`src/rtl/pwr_path_pkg.sv`:
```
package pwr_path_pkg;
    typedef enum logic [2:0] {
        ST_BATT         = 3'd0,
        ST_WAIT_QUAL    = 3'd1,
        ST_DEAD_TO_AC   = 3'd2,
        ST_AC           = 3'd3,
        ST_DEAD_TO_BATT = 3'd4
    } pp_state_e;
endpackage

```
`src/rtl/pps_interval_timer.sv`:
```
// Saturating interval counter; done is high in the LIMIT-th cycle after a clear.
module pps_interval_timer #(
    parameter int LIMIT = 4
) (
    input  logic clk,
    input  logic rst_n,
    input  logic clr,
    input  logic en,
    output logic done
);
    localparam int W = (LIMIT > 1) ? $clog2(LIMIT) : 1;
    localparam logic [W-1:0] LAST = W'(LIMIT - 1);

    logic [W-1:0] cnt_q;

    assign done = (cnt_q == LAST);

    always_ff @(posedge clk or negedge rst_n) begin
        if (!rst_n)           cnt_q <= '0;
        else if (clr)         cnt_q <= '0;
        else if (en && !done) cnt_q <= cnt_q + 1'b1;
    end
endmodule

```
`src/rtl/pps_drive.sv`:
```
// Moore output decode for the switch enables and the state code.
module pps_drive
    import pwr_path_pkg::*;
(
    input  pp_state_e   state,
    output logic        ac_en,
    output logic        batt_en,
    output logic [2:0]  code
);
    always_comb begin
        code = state;
        unique case (state)
            ST_BATT, ST_WAIT_QUAL: begin
                ac_en   = 1'b0;
                batt_en = 1'b1;
            end
            ST_AC: begin
                ac_en   = 1'b1;
                batt_en = 1'b0;
            end
            default: begin // both dead states: break before make
                ac_en   = 1'b0;
                batt_en = 1'b0;
            end
        endcase
    end
endmodule

```
`src/rtl/pwr_path_seq.sv`:
```
module pwr_path_seq
    import pwr_path_pkg::*;
#(
    parameter int QUAL_CYC = 6_000_000, // wake-up qualification, clock cycles
    parameter int DEAD_CYC = 2_000      // both-off dead interval, clock cycles
) (
    input  logic       clk,
    input  logic       rst_n,
    input  logic       sleep_i,
    input  logic       near_batt_i,
    output logic       ac_en_o,
    output logic       batt_en_o,
    output logic [2:0] state_o
);
    pp_state_e state_q, state_d;
    logic      state_chg;
    logic      qual_done, dead_done;
    logic      in_dead;

    assign state_chg = (state_d != state_q);
    assign in_dead   = (state_q == ST_DEAD_TO_AC) || (state_q == ST_DEAD_TO_BATT);

    pps_interval_timer #(.LIMIT(QUAL_CYC)) u_qual_tmr (
        .clk  (clk),
        .rst_n(rst_n),
        .clr  (state_chg),
        .en   (state_q == ST_WAIT_QUAL),
        .done (qual_done)
    );

    pps_interval_timer #(.LIMIT(DEAD_CYC)) u_dead_tmr (
        .clk  (clk),
        .rst_n(rst_n),
        .clr  (state_chg),
        .en   (in_dead),
        .done (dead_done)
    );

    // Next-state logic
    always_comb begin
        state_d = state_q;
        unique case (state_q)
            ST_BATT:         if (!sleep_i)       state_d = ST_WAIT_QUAL;
            ST_WAIT_QUAL:    if (sleep_i)        state_d = ST_BATT;          // abort
                             else if (qual_done) state_d = ST_DEAD_TO_AC;
            ST_DEAD_TO_AC:   if (sleep_i)        state_d = ST_DEAD_TO_BATT;
                             else if (dead_done) state_d = ST_AC;
            ST_AC:           if (sleep_i || near_batt_i)
                                                 state_d = ST_DEAD_TO_BATT;
            ST_DEAD_TO_BATT: if (dead_done)      state_d = ST_BATT;
            default:                             state_d = ST_DEAD_TO_BATT;
        endcase
    end

    // State register
    always_ff @(posedge clk or negedge rst_n) begin
        if (!rst_n) state_q <= ST_BATT;
        else        state_q <= state_d;
    end

    pps_drive u_drive (
        .state  (state_q),
        .ac_en  (ac_en_o),
        .batt_en(batt_en_o),
        .code   (state_o)
    );
endmodule

```
`config.mk`:
```
export PLATFORM = sky130hd
export DESIGN_NAME = pwr_path_seq
export DESIGN_NICKNAME = d
export VERILOG_FILES = /design/src/rtl/pwr_path_pkg.sv /design/src/rtl/pps_interval_timer.sv /design/src/rtl/pps_drive.sv /design/src/rtl/pwr_path_seq.sv
export SDC_FILE = /design/constraint.sdc
export NUM_CORES = 1
export LEC_CHECK = 0
export BUFFER_PORTS_ARGS = -buffer_cell sky130_fd_sc_hd__buf_2
export CORE_ASPECT_RATIO = 1.5
export CORE_UTILIZATION = 65
export DETAILED_ROUTE_END_ITERATION = 16
export PLACE_DENSITY = 0.83
export SYNTH_ARGS = -nofsm -noshare
export SYNTH_HDL_FRONTEND = slang
export SYNTH_HIERARCHICAL = 1
export SYNTH_SLANG_ARGS = --single-unit
```
`constraint.sdc`:
```
create_clock -name clk -period 4.55 [get_ports clk]
set_input_delay 0.2275 -clock clk [delete_from_list [all_inputs] [get_ports clk]]
set_output_delay 0.2275 -clock clk [all_outputs]
set_load 0.01 [all_outputs]
```
==> results.yml, run 1 <==
sta:
  fmax_ghz: 0.353
  tns_ns: 0
  hold_ws_ns: 0.0342
  finalHoldViolCount: 0
  rsz0062_at_grt: "false"
  period_needed_ns: 2.83
  final_min_period_over_clock_period: 0.623
  worst_pin_slew_ns: 0.827
  slew_headroom: 0.449
  fin_skew_ns: 0.00565
  finalSetupViolCount: 0
  maxSlewViolCount: 0
clock_network:
  clk_latency_ns: 0.29
  clk_transition_reported_paths_ns: 0.07
  cts_hold_buf: 0
  cts_buffers: 5
  cts-root-buf: "clkbuf_8"
  max-clock-path-buffers: 2
  post_cts_buffers: 0
  h-tree-depth: 2
  cts.repair.resized: 0
  cts_tree: "done"
  cts_sinks: 37
run_status:
  status: "finished clean"
placement:
  gp_congestion: 0.990
  hpwlAfterDp_um: 3170
  port_buffers: 8
routing:
  ant_nets: 0
  drt_iter0_markers: 59
  drc: 0
  drt-total-wl_um: 4520
  first_pass_iters: 4
  vias_per_cell: 6.34
  routed_wire_length_per_instance_um: 16.5
  vias: 1732
finish:
  fill_cells: 232
  num_antenna_cells: 0
  multi_input_area_sq_um: 1140
  drive_gt1_frac: 0.159
  fin_util: 0.713
  seqCellArea_sq_um: 926
  syn_to_final_growth_pct: 5.32
  fin_nets: 238
synthesis:
  synthArstFlopShare: 1.00
  yosys_warnings: 6
  synth_area_sq_um: 2140
  syn-num-nets: 231
  synth-main-ff-cell: "dfrtp_1"
  synth_cells: 225
  synth-seq-cells: 37
  synth_cell_types: 57
  post-synth-top-area-fraction: 0.433
  yosysTopAreaCell: "dfrtp_1"
  yosysSeqAreaShare: 0.433
  postSynthAreaPerCell_sq_um: 9.51
  yosys-top-cells-area: "dfrtp_1 (43%), xor2_1 (5.3%), nor2_1 (4.6%)"
  synth_edf_count: 0
grt:
  antenna_found_initial: 0
  grt_max_degree: 38
  grt_pass1_wl_um: 7440
  first_global_vias: 1750
  grt-ovfl-total: 0
  grt_use_total: 0.280
setup_path:
  crit_type: "flop to flop"
  critPathBufInv: 1
  startpoint_type: "flop"
  cp_top_family: "simple AND/OR/NAND/NOR gates"
  reg2reg_depth: 9
  cp_max_fo: 26
  r2r-end: "u_dead_tmr/cnt_q[9]"
  cp_data_required_time_ns: 4.72
  cp_cell_sequence: "or2_2 -> or4_4 -> nor2_1 -> nand3_1 -> o211ai_2 -> buf_4 -> nor2b_1 -> o21ai_0 -> nand2_1"
  crit_path_max_incr_delay_ns: 0.53
  endpoint_kind: "flop"
  worst_path_max_delay_cell: "or4_4"
  path_depth: 9
  cp.arrival_ns: 3.01
  reg2reg_from: "u_qual_tmr/cnt_q[14]"
  ff2ff_setup_slack_ns: 1.72
power:
  leakagePower_nw: 0.926
  ir_worst_vdd_mv: 0.232
  p_per_area_nw_per_um2: 277
  p_total_w: 0.000624
min_path:
  hp-class: "primary input to asynchronous set/reset pin"
floorplan:
  die_h_um: 72.3
  die_area_sq_um: 3530
  core.rowCount: 25
  die_x_um: 48.8
  start_util: 0.677
  io_pins: 9
  core_area_sq_um: 3160
job:
  cap_violations: 0
[per-stage QoR]
step	cells	area, sq um	worst slack [ns]
CTS	273	2250	1.73
finish	273	2250	1.72
detailed placement	265	2170	1.77
floorplan	225	2140	2.18
global route	273	2250	1.55
global placement	265	2170	1.89
[area by class of cell]
| type | instances | area share |
|---|---|---|
| Multi-Input combinational cell | 177 | 0.506 |
| Sequential cell | 37 | 0.411 |
| Clock buffer | 8 | 0.0355 |
| Tap cell | 40 | 0.0222 |
| Timing Repair Buffer | 9 | 0.0211 |
| Inverter | 2 | 0.00444 |
[worst max path at each step]
| stage | startpoint | end | slack (ns) |
|---|---|---|---|
| global placement | u_qual_tmr/cnt_q[14] | u_dead_tmr/cnt_q[9] | 1.89 |
| global route | u_qual_tmr/cnt_q[14] | u_dead_tmr/cnt_q[9] | 1.55 |
| CTS | u_qual_tmr/cnt_q[14] | u_dead_tmr/cnt_q[9] | 1.73 |
| finish | u_qual_tmr/cnt_q[14] | u_dead_tmr/cnt_q[9] | 1.72 |
| floorplan | u_qual_tmr/cnt_q[14] | u_qual_tmr/cnt_q[7] | 2.18 |
| detailed placement | u_qual_tmr/cnt_q[14] | u_dead_tmr/cnt_q[9] | 1.77 |
[layer usage]
layer / GRT usage / vias up / part of all wire
met5: 0 / - / 0
met4: 0.154 / 0 / 0.031
met3: 0.0545 / 14 / 0.026
met2: 0.512 / 33 / 0.56
met1: 0.298 / 854 / 0.39
li1: - / 831 / -
[power by group]
group	total [W]	switching [W]	internal, W
logic	0.0000607	0.0000433	0.0000174
registers	0.000344	0.00000987	0.000334
clock network	0.000219	0.000110	0.000109
[cells in the final DEF (no fill, tap or decap), drive strengths merged, types with 4 or more instances in the layout]
master  synthesis  routed
dfrtp          37      37
nor2           27      27
a21oi          18      18
nand3          18      18
nand2          16      16
o21ai          16      16
xor2           13      13
buf             6       9
nand4           8       8
or3             8       8
clkbuf          3       8
or4             6       6
o31ai           5       5
and3            4       4
nor3            4       4
[cells by family after synthesis]
family          synth area share
simple gates               0.296
flops                      0.433
mux                       0.0193
xor+xnor                  0.0614
compound gates             0.144
buf+inv                   0.0345
fa+ha+maj                 0.0117
[Yosys cell counts, drive strengths merged (2+ instances only)]
cell type	n
o31ai	5
and2	2
nor2b	2
buf	6
inv	2
mux2i	3
o2111ai	2
dfrtp	37
clkbuf	3
or2	3
or4	6
xnor2	2
o21ai	16
xor2	13
nor3	4
nor4	3
nand2	16
nand4	8
nand3	18
and3	4
or3	8
a21oi	18
ha	2
nor2	27
[sequential cells by signal (all words and copies together), names as in the netlist]
name / cells
u_qual_tmr/cnt_q: 23
u_dead_tmr/cnt_q: 11
state_q: 3
[worst register-to-register path: cells and delay by family (launching register included)]
family,cells,cell delay (ns)
simple gates,6,1.43
buf+inv,1,0.36
flops,1,0.46
compound gates,2,0.48
(Power assumes the default switching activity.)
==> run 2: changes to the inputs <==
Settings changed: ABC_AREA set to 1, CORE_UTILIZATION 65 to 62, PLACE_DENSITY 0.83 to 0.8.
Clock period 4.55 ns to 2.85 ns, I/O delays scaled along.
==> run 2 against run 1 <==
Net effect: sequential share of layout area fell by 9.2 points; synthesized area rose by 27%; die area grew 32%; worst setup slack got worse by 1.4 ns; critical path type unchanged; largest cell class unchanged.
==> results.yml, run 2 <==
synthesis:
  synth_most_common_cell: "nand2_1"
  yosys_warnings: 6
  synthArstFlopShare: 1.00
  synth_cell_types: 33
  yosysTopAreaCell: "dfrtp_1"
  syn-num-nets: 424
  postSynthAreaPerCell_sq_um: 6.49
  synth_area_sq_um: 2710
  synth_top_cells_by_count: "nand2_1 (148), nor2_1 (63), inv_1 (41)"
  yosys-top-cells-area: "dfrtp_1 (34%), nand2_1 (20%), nor2_1 (8.7%)"
  synth_edf_count: 0
  synth_cells: 418
  yosysSeqAreaShare: 0.341
  synth-main-ff-cell: "dfrtp_1"
  synth-seq-cells: 37
  post-synth-top-area-fraction: 0.341
finish:
  final_cell_mix: "nand2_1 (148), nor2_1 (62), inv_1 (41), dfrtp_1 (36), nand3_1 (28)"
  final_cells: 477
  layout_commonest_cell: "nand2_1"
  top_register: "u_qual_tmr/cnt_q"
  num_antenna_cells: 0
  syn_to_final_growth_pct: 7.24
  fin_nets: 436
  top_regs: "u_qual_tmr/cnt_q x23, u_dead_tmr/cnt_q x11, state_q x3"
  largest_register_ffs: 23
  drive_gt1_frac: 0.130
grt:
  grt_max_degree: 38
  first_global_vias: 2626
  grt-ovfl-total: 0
  antenna_found_initial: 0
  grt_use_total: 0.298
  grt_pass1_wl_um: 11100
routing:
  vias: 2634
  first_pass_iters: 4
  vias_per_cell: 5.52
  drt_iter0_markers: 139
  drc: 0
  routed_wire_length_per_instance_um: 13.3
  drt-total-wl_um: 6360
  ant_nets: 0
setup_path:
  ff2ff_setup_slack_ns: 0.33
  reg2reg_from: "u_qual_tmr/cnt_q[0]"
  crit_type: "flop to flop"
  endpoint: "u_qual_tmr/cnt_q[12]"
  reg2reg_depth: 19
  startpoint_type: "flop"
  cp.arrival_ns: 2.75
  cp_max_fo: 17
  startpoint: "u_qual_tmr/cnt_q[0]"
  cp_data_required_time_ns: 3.08
  endpoint_kind: "flop"
  r2r-end: "u_qual_tmr/cnt_q[12]"
clock_network:
  clk_transition_reported_paths_ns: 0.08
  cts_sinks: 37
  max-clock-path-buffers: 2
  h-tree-depth: 2
  cts_tree: "done"
  clk_latency_ns: 0.29
  cts-root-buf: "clkbuf_8"
  cts_buffers: 5
power:
  p_per_area_nw_per_um2: 678
  leakagePower_nw: 1.42
  ir_worst_vdd_mv: 1.16
run_status:
  status: "finished clean"
floorplan:
  io_pins: 9
  core.rowCount: 29
  die_x_um: 56.0
  die_h_um: 83.0
  start_util: 0.644
  core_area_sq_um: 4210
  die_area_sq_um: 4650
min_path:
  hold_depth: 4
  hp-class: "primary input to flop"
sta:
  finalHoldViolCount: 0
  hold_ws_ns: 0.184
  fin_skew_ns: 0.00655
  slew_headroom: 0.438
  final_min_period_over_clock_period: 0.883
  period_needed_ns: 2.52
  fmax_ghz: 0.398
  maxSlewViolCount: 0
  worst_pin_slew_ns: 0.843
  finalSetupViolCount: 0
placement:
  gp_congestion: 0.934
  hpwlAfterDp_um: 4650
  port_buffers: 8
  place_inst: 468
job:
  cap_violations: 0
[run 2: changes by cell type after synthesis, sizes merged, moves of 8 or more]
cell,change
a21oi,-15
inv,+48
nand2,+138
nand3,+17
nand4,+10
nor2,+45
or3,-8
[run 2: critical path: stages (launching register included)]
cell and delay [ns]:
dfrtp_1 0.37, ha_1 0.17, nand2_1 0.09, nor2_2 0.19, nand2_1 0.13, inv_1 0.09, nand2_1 0.07, nor2_1 0.15
nor2_1 0.07, nand3_1 0.08, nand2_1 0.05, o21bai_1 0.11, nand2_1 0.06, nor2_1 0.09, nand2_1 0.09, inv_1 0.12
nand2_4 0.15, inv_4 0.19, nand2_1 0.10, nand2_1 0.08
[run 2: routing by layer]
metal	GRT usage	share of wire	vias to the layer above	routed length, um
met5	0	0	-	0
met4	0.135	0.031	0	199
met3	0.0498	0.030	22	194
met2	0.557	0.54	54	3400
met1	0.316	0.40	1217	2560
li1	-	-	1341	-
[run 2: metrics by stage]
stage	setup slack (ns)	power (W)	setup TNS (ns)	util	instance area (sq um)
2_1_floorplan	0.485	0.00130	0	-	2710
3_3_place_gp	0.415	0.00150	0	0.661	2780
3_5_place_dp	0.291	0.00152	0	0.661	2780
4_1_cts	0.242	0.00198	0	0.690	2910
5_1_grt	-0.00467	0.00210	-0.00467	0.691	2910
6_report	0.335	0.00197	0	0.691	2910
[run 2: logic make-up after synthesis]
group	share of synthesized area
AOI/OAI and AO/OA	0.0457
xor gates and xnor gates	0.0226
adders and majority gates	0.00922
buffers and inverters	0.0955
DFF	0.341
and+or+nand+nor	0.486
[run 2: area by class of cell]
cell class	count	area, sq um
timing repair buffer	12	72.6
tap	46	57.6
multi-input combinational	320	1530
sequential	37	927
clock inverter	2	38.8
fill	394	1300
clock buffer	6	72.6
inverter	54	210
[run 2: worst min-delay path by stage]
| stage | to | startpoint | slack (ns) |
|---|---|---|---|
| global route | state_q[1] | near_batt_i | 0.21 |
| CTS | state_q[1] | near_batt_i | 0.18 |
| finish | state_q[1] | near_batt_i | 0.18 |
| floorplan | state_q[0] | rst_n | -0.15 |
| global placement | u_qual_tmr/cnt_q[9] | rst_n | 0.30 |
| detailed placement | u_qual_tmr/cnt_q[9] | rst_n | 0.29 |
[run 2: what timing repair did]
item	4_1_cts	5_1_grt
endpoints found under the hold margin	37	0
hold buffers	1	0
buffers inserted	0	0
endpoints found under the setup margin	0	15
gates resized for setup	0	2
[run 2: power by group]
| group | internal (W) | leakage [nW] | switching [W] |
|---|---|---|---|
| Clock | 0.000263 | 0.0554 | 0.000201 |
| Sequential | 0.000559 | 0.511 | 0.0000594 |
| Combinational | 0.000235 | 0.851 | 0.000656 |
==> run 3: changes to the inputs <==
Settings changed: CORE_UTILIZATION 62 to 45, PLACE_DENSITY 0.8 to unset.
==> run 3 against run 2 <==
Net effect: clock skew is 0.0014 ns higher; count of clock-buffer cells in the layout decreased by 1; register-to-register slack hardly changed; sequential share of layout area is 0.46 points lower; worst hold slack improved by 0.0048 ns; sequential power about the same; wire length is 4.1% higher; combinational power up 1%; final cell count is 6.3% higher; flip-flop and latch count did not move.
==> results.yml, run 3 (same netlist as run 2, synthesis figures left out) <==
sta:
  finalHoldViolCount: 0
  worst_pin_slew_ns: 0.879
  maxSlewViolCount: 0
  fmax_ghz: 0.399
  slew_headroom: 0.414
  fin_skew_ns: 0.00794
  finalSetupViolCount: 0
  final_min_period_over_clock_period: 0.878
  period_needed_ns: 2.50
  rsz0062_at_grt: "false"
  tns_ns: 0
routing:
  first_pass_iters: 4
  ant_nets: 0
  vias_per_cell: 5.12
  routed_wire_length_per_instance_um: 13.1
  drc: 0
  drt_iter0_markers: 113
  drt-total-wl_um: 6620
  vias: 2597
clock_network:
  h-tree-depth: 2
  cts_sinks: 37
  max-clock-path-buffers: 2
  clk_latency_ns: 0.30
  cts_tree: "done"
  cts-root-buf: "clkbuf_8"
  clk_transition_reported_paths_ns: 0.08
  cts_buffers: 5
finish:
  largest_register_ffs: 23
  syn_to_final_growth_pct: 8.81
  layout_commonest_cell: "nand2_1"
  top_register: "u_qual_tmr/cnt_q"
  top_regs: "u_qual_tmr/cnt_q x23, u_dead_tmr/cnt_q x11, state_q x3"
  final_area_sq_um: 2950
  fill_cells: 597
  num_antenna_cells: 0
  final_cell_mix: "nand2_1 (148), nor2_1 (63), inv_1 (41), dfrtp_1 (36), nand3_1 (28)"
  fin_nets: 440
  drive_gt1_frac: 0.138
placement:
  hpwlAfterDp_um: 4960
  gp_congestion: 0.881
  placed_area_sq_um: 2850
  port_buffers: 8
power:
  leakagePower_nw: 1.42
  p_per_area_nw_per_um2: 646
  p_total_w: 0.00191
  ir_worst_vdd_mv: 0.637
setup_path:
  ff2ff_setup_slack_ns: 0.35
  cp.arrival_ns: 2.73
  critPathBufInv: 6
  cp_cell_sequence: "ha_1 -> nand3_2 -> inv_2 -> nand3_4 -> inv_1 -> inv_1 -> nor2_1 -> inv_1 -> nor2_1 -> nor2_2 -> nand3_1 -> nand2_1 -> nor2_1 -> nand2_1 -> inv_1 -> nand2_4 -> inv_6 -> nand2_1 -> nand2_1"
  cp_top_family: "simple AND/OR/NAND/NOR gates"
  crit_type: "flop to flop"
  cp_max_fo: 17
  crit_path_max_incr_delay_ns: 0.43
  endpoint_kind: "flop"
  cp_data_required_time_ns: 3.08
  startpoint_type: "flop"
  worst_path_max_delay_cell: "dfrtp_2"
floorplan:
  core.rowCount: 34
  io_pins: 9
  die_x_um: 65.4
  die_h_um: 97.1
  core_area_sq_um: 5790
  start_util: 0.469
  die_area_sq_um: 6350
grt:
  grt-ovfl-total: 0
  grt_pass1_wl_um: 11000
  grt_max_degree: 38
  first_global_vias: 2445
  grt_use_total: 0.228
  antenna_found_initial: 0
job:
  cap_violations: 0
min_path:
  hp-class: "primary input to flop"
run_status:
  status: "finished clean"
-- run 3: what timing repair did --
item | 4_1_cts | 5_1_grt
endpoints found under the hold margin | 37 | 0
setup endpoints to repair | 0 | 15
hold buffers | 1 | 0
gates resized for setup | 0 | 2
buffers inserted | 0 | 0
-- run 3: through the flow --
step	setup WS (ns)	hold slack [ns]	utilization	cells
global placement	0.315	0.322	0.492	498
detailed placement	0.315	0.321	0.492	498
global route	0.0331	0.204	0.510	507
floorplan	0.485	-0.153	-	418
finish	0.347	0.189	0.510	507
CTS	0.263	0.181	0.510	507
-- run 3: where the power goes --
group | total, W | internal [W] | switching [W]
Combinational | 0.000903 | 0.000236 | 0.000667
Sequential | 0.000621 | 0.000559 | 0.0000624
Clock | 0.000382 | 0.000172 | 0.000211
Total | 0.00191 | 0.000966 | 0.000940
-- run 3: worst reg2reg max path, stage by stage (launching register included) --
cell	delay [ns]
dfrtp_2	0.43
ha_1	0.21
nand3_2	0.13
inv_2	0.14
nand3_4	0.10
inv_1	0.06
inv_1	0.06
nor2_1	0.14
inv_1	0.05
nor2_1	0.12
nor2_2	0.05
nand3_1	0.06
nand2_1	0.05
nor2_1	0.08
nand2_1	0.13
inv_1	0.16
nand2_4	0.16
inv_6	0.17
nand2_1	0.07
nand2_1	0.07
-- run 3: path summary, 6_finish.rpt --
check                                     from                    to  cells past startpoint
setup / recovery           u_dead_tmr/cnt_q[0]  u_qual_tmr/cnt_q[14]                     19
hold / removal                     near_batt_i            state_q[1]                      4
setup reg to reg           u_dead_tmr/cnt_q[0]  u_qual_tmr/cnt_q[14]                     19
hold reg to reg            u_qual_tmr/cnt_q[1]   u_qual_tmr/cnt_q[1]                      2
max in group asynchronous                rst_n   u_dead_tmr/cnt_q[0]                      2
min in group asynchronous                rst_n  u_qual_tmr/cnt_q[17]                      2
-- run 3: cell type report --
class / count / area, sq um / area share
multi-input combinational: 320 / 1530 / 0.518
sequential: 37 / 927 / 0.314
inverter: 54 / 213 / 0.0721
timing repair buffer: 16 / 103 / 0.0348
tap: 72 / 90.1 / 0.0305
clock buffer: 5 / 68.8 / 0.0233
clock inverter: 3 / 22.5 / 0.00763
-- run 3: routing by layer --
metal	global-route usage	part of all wire	routed length, um
met5	0	0	0
met3	0.0376	0.027	179
met1	0.242	0.39	2610
met4	0.115	0.035	229
met2	0.415	0.54	3600
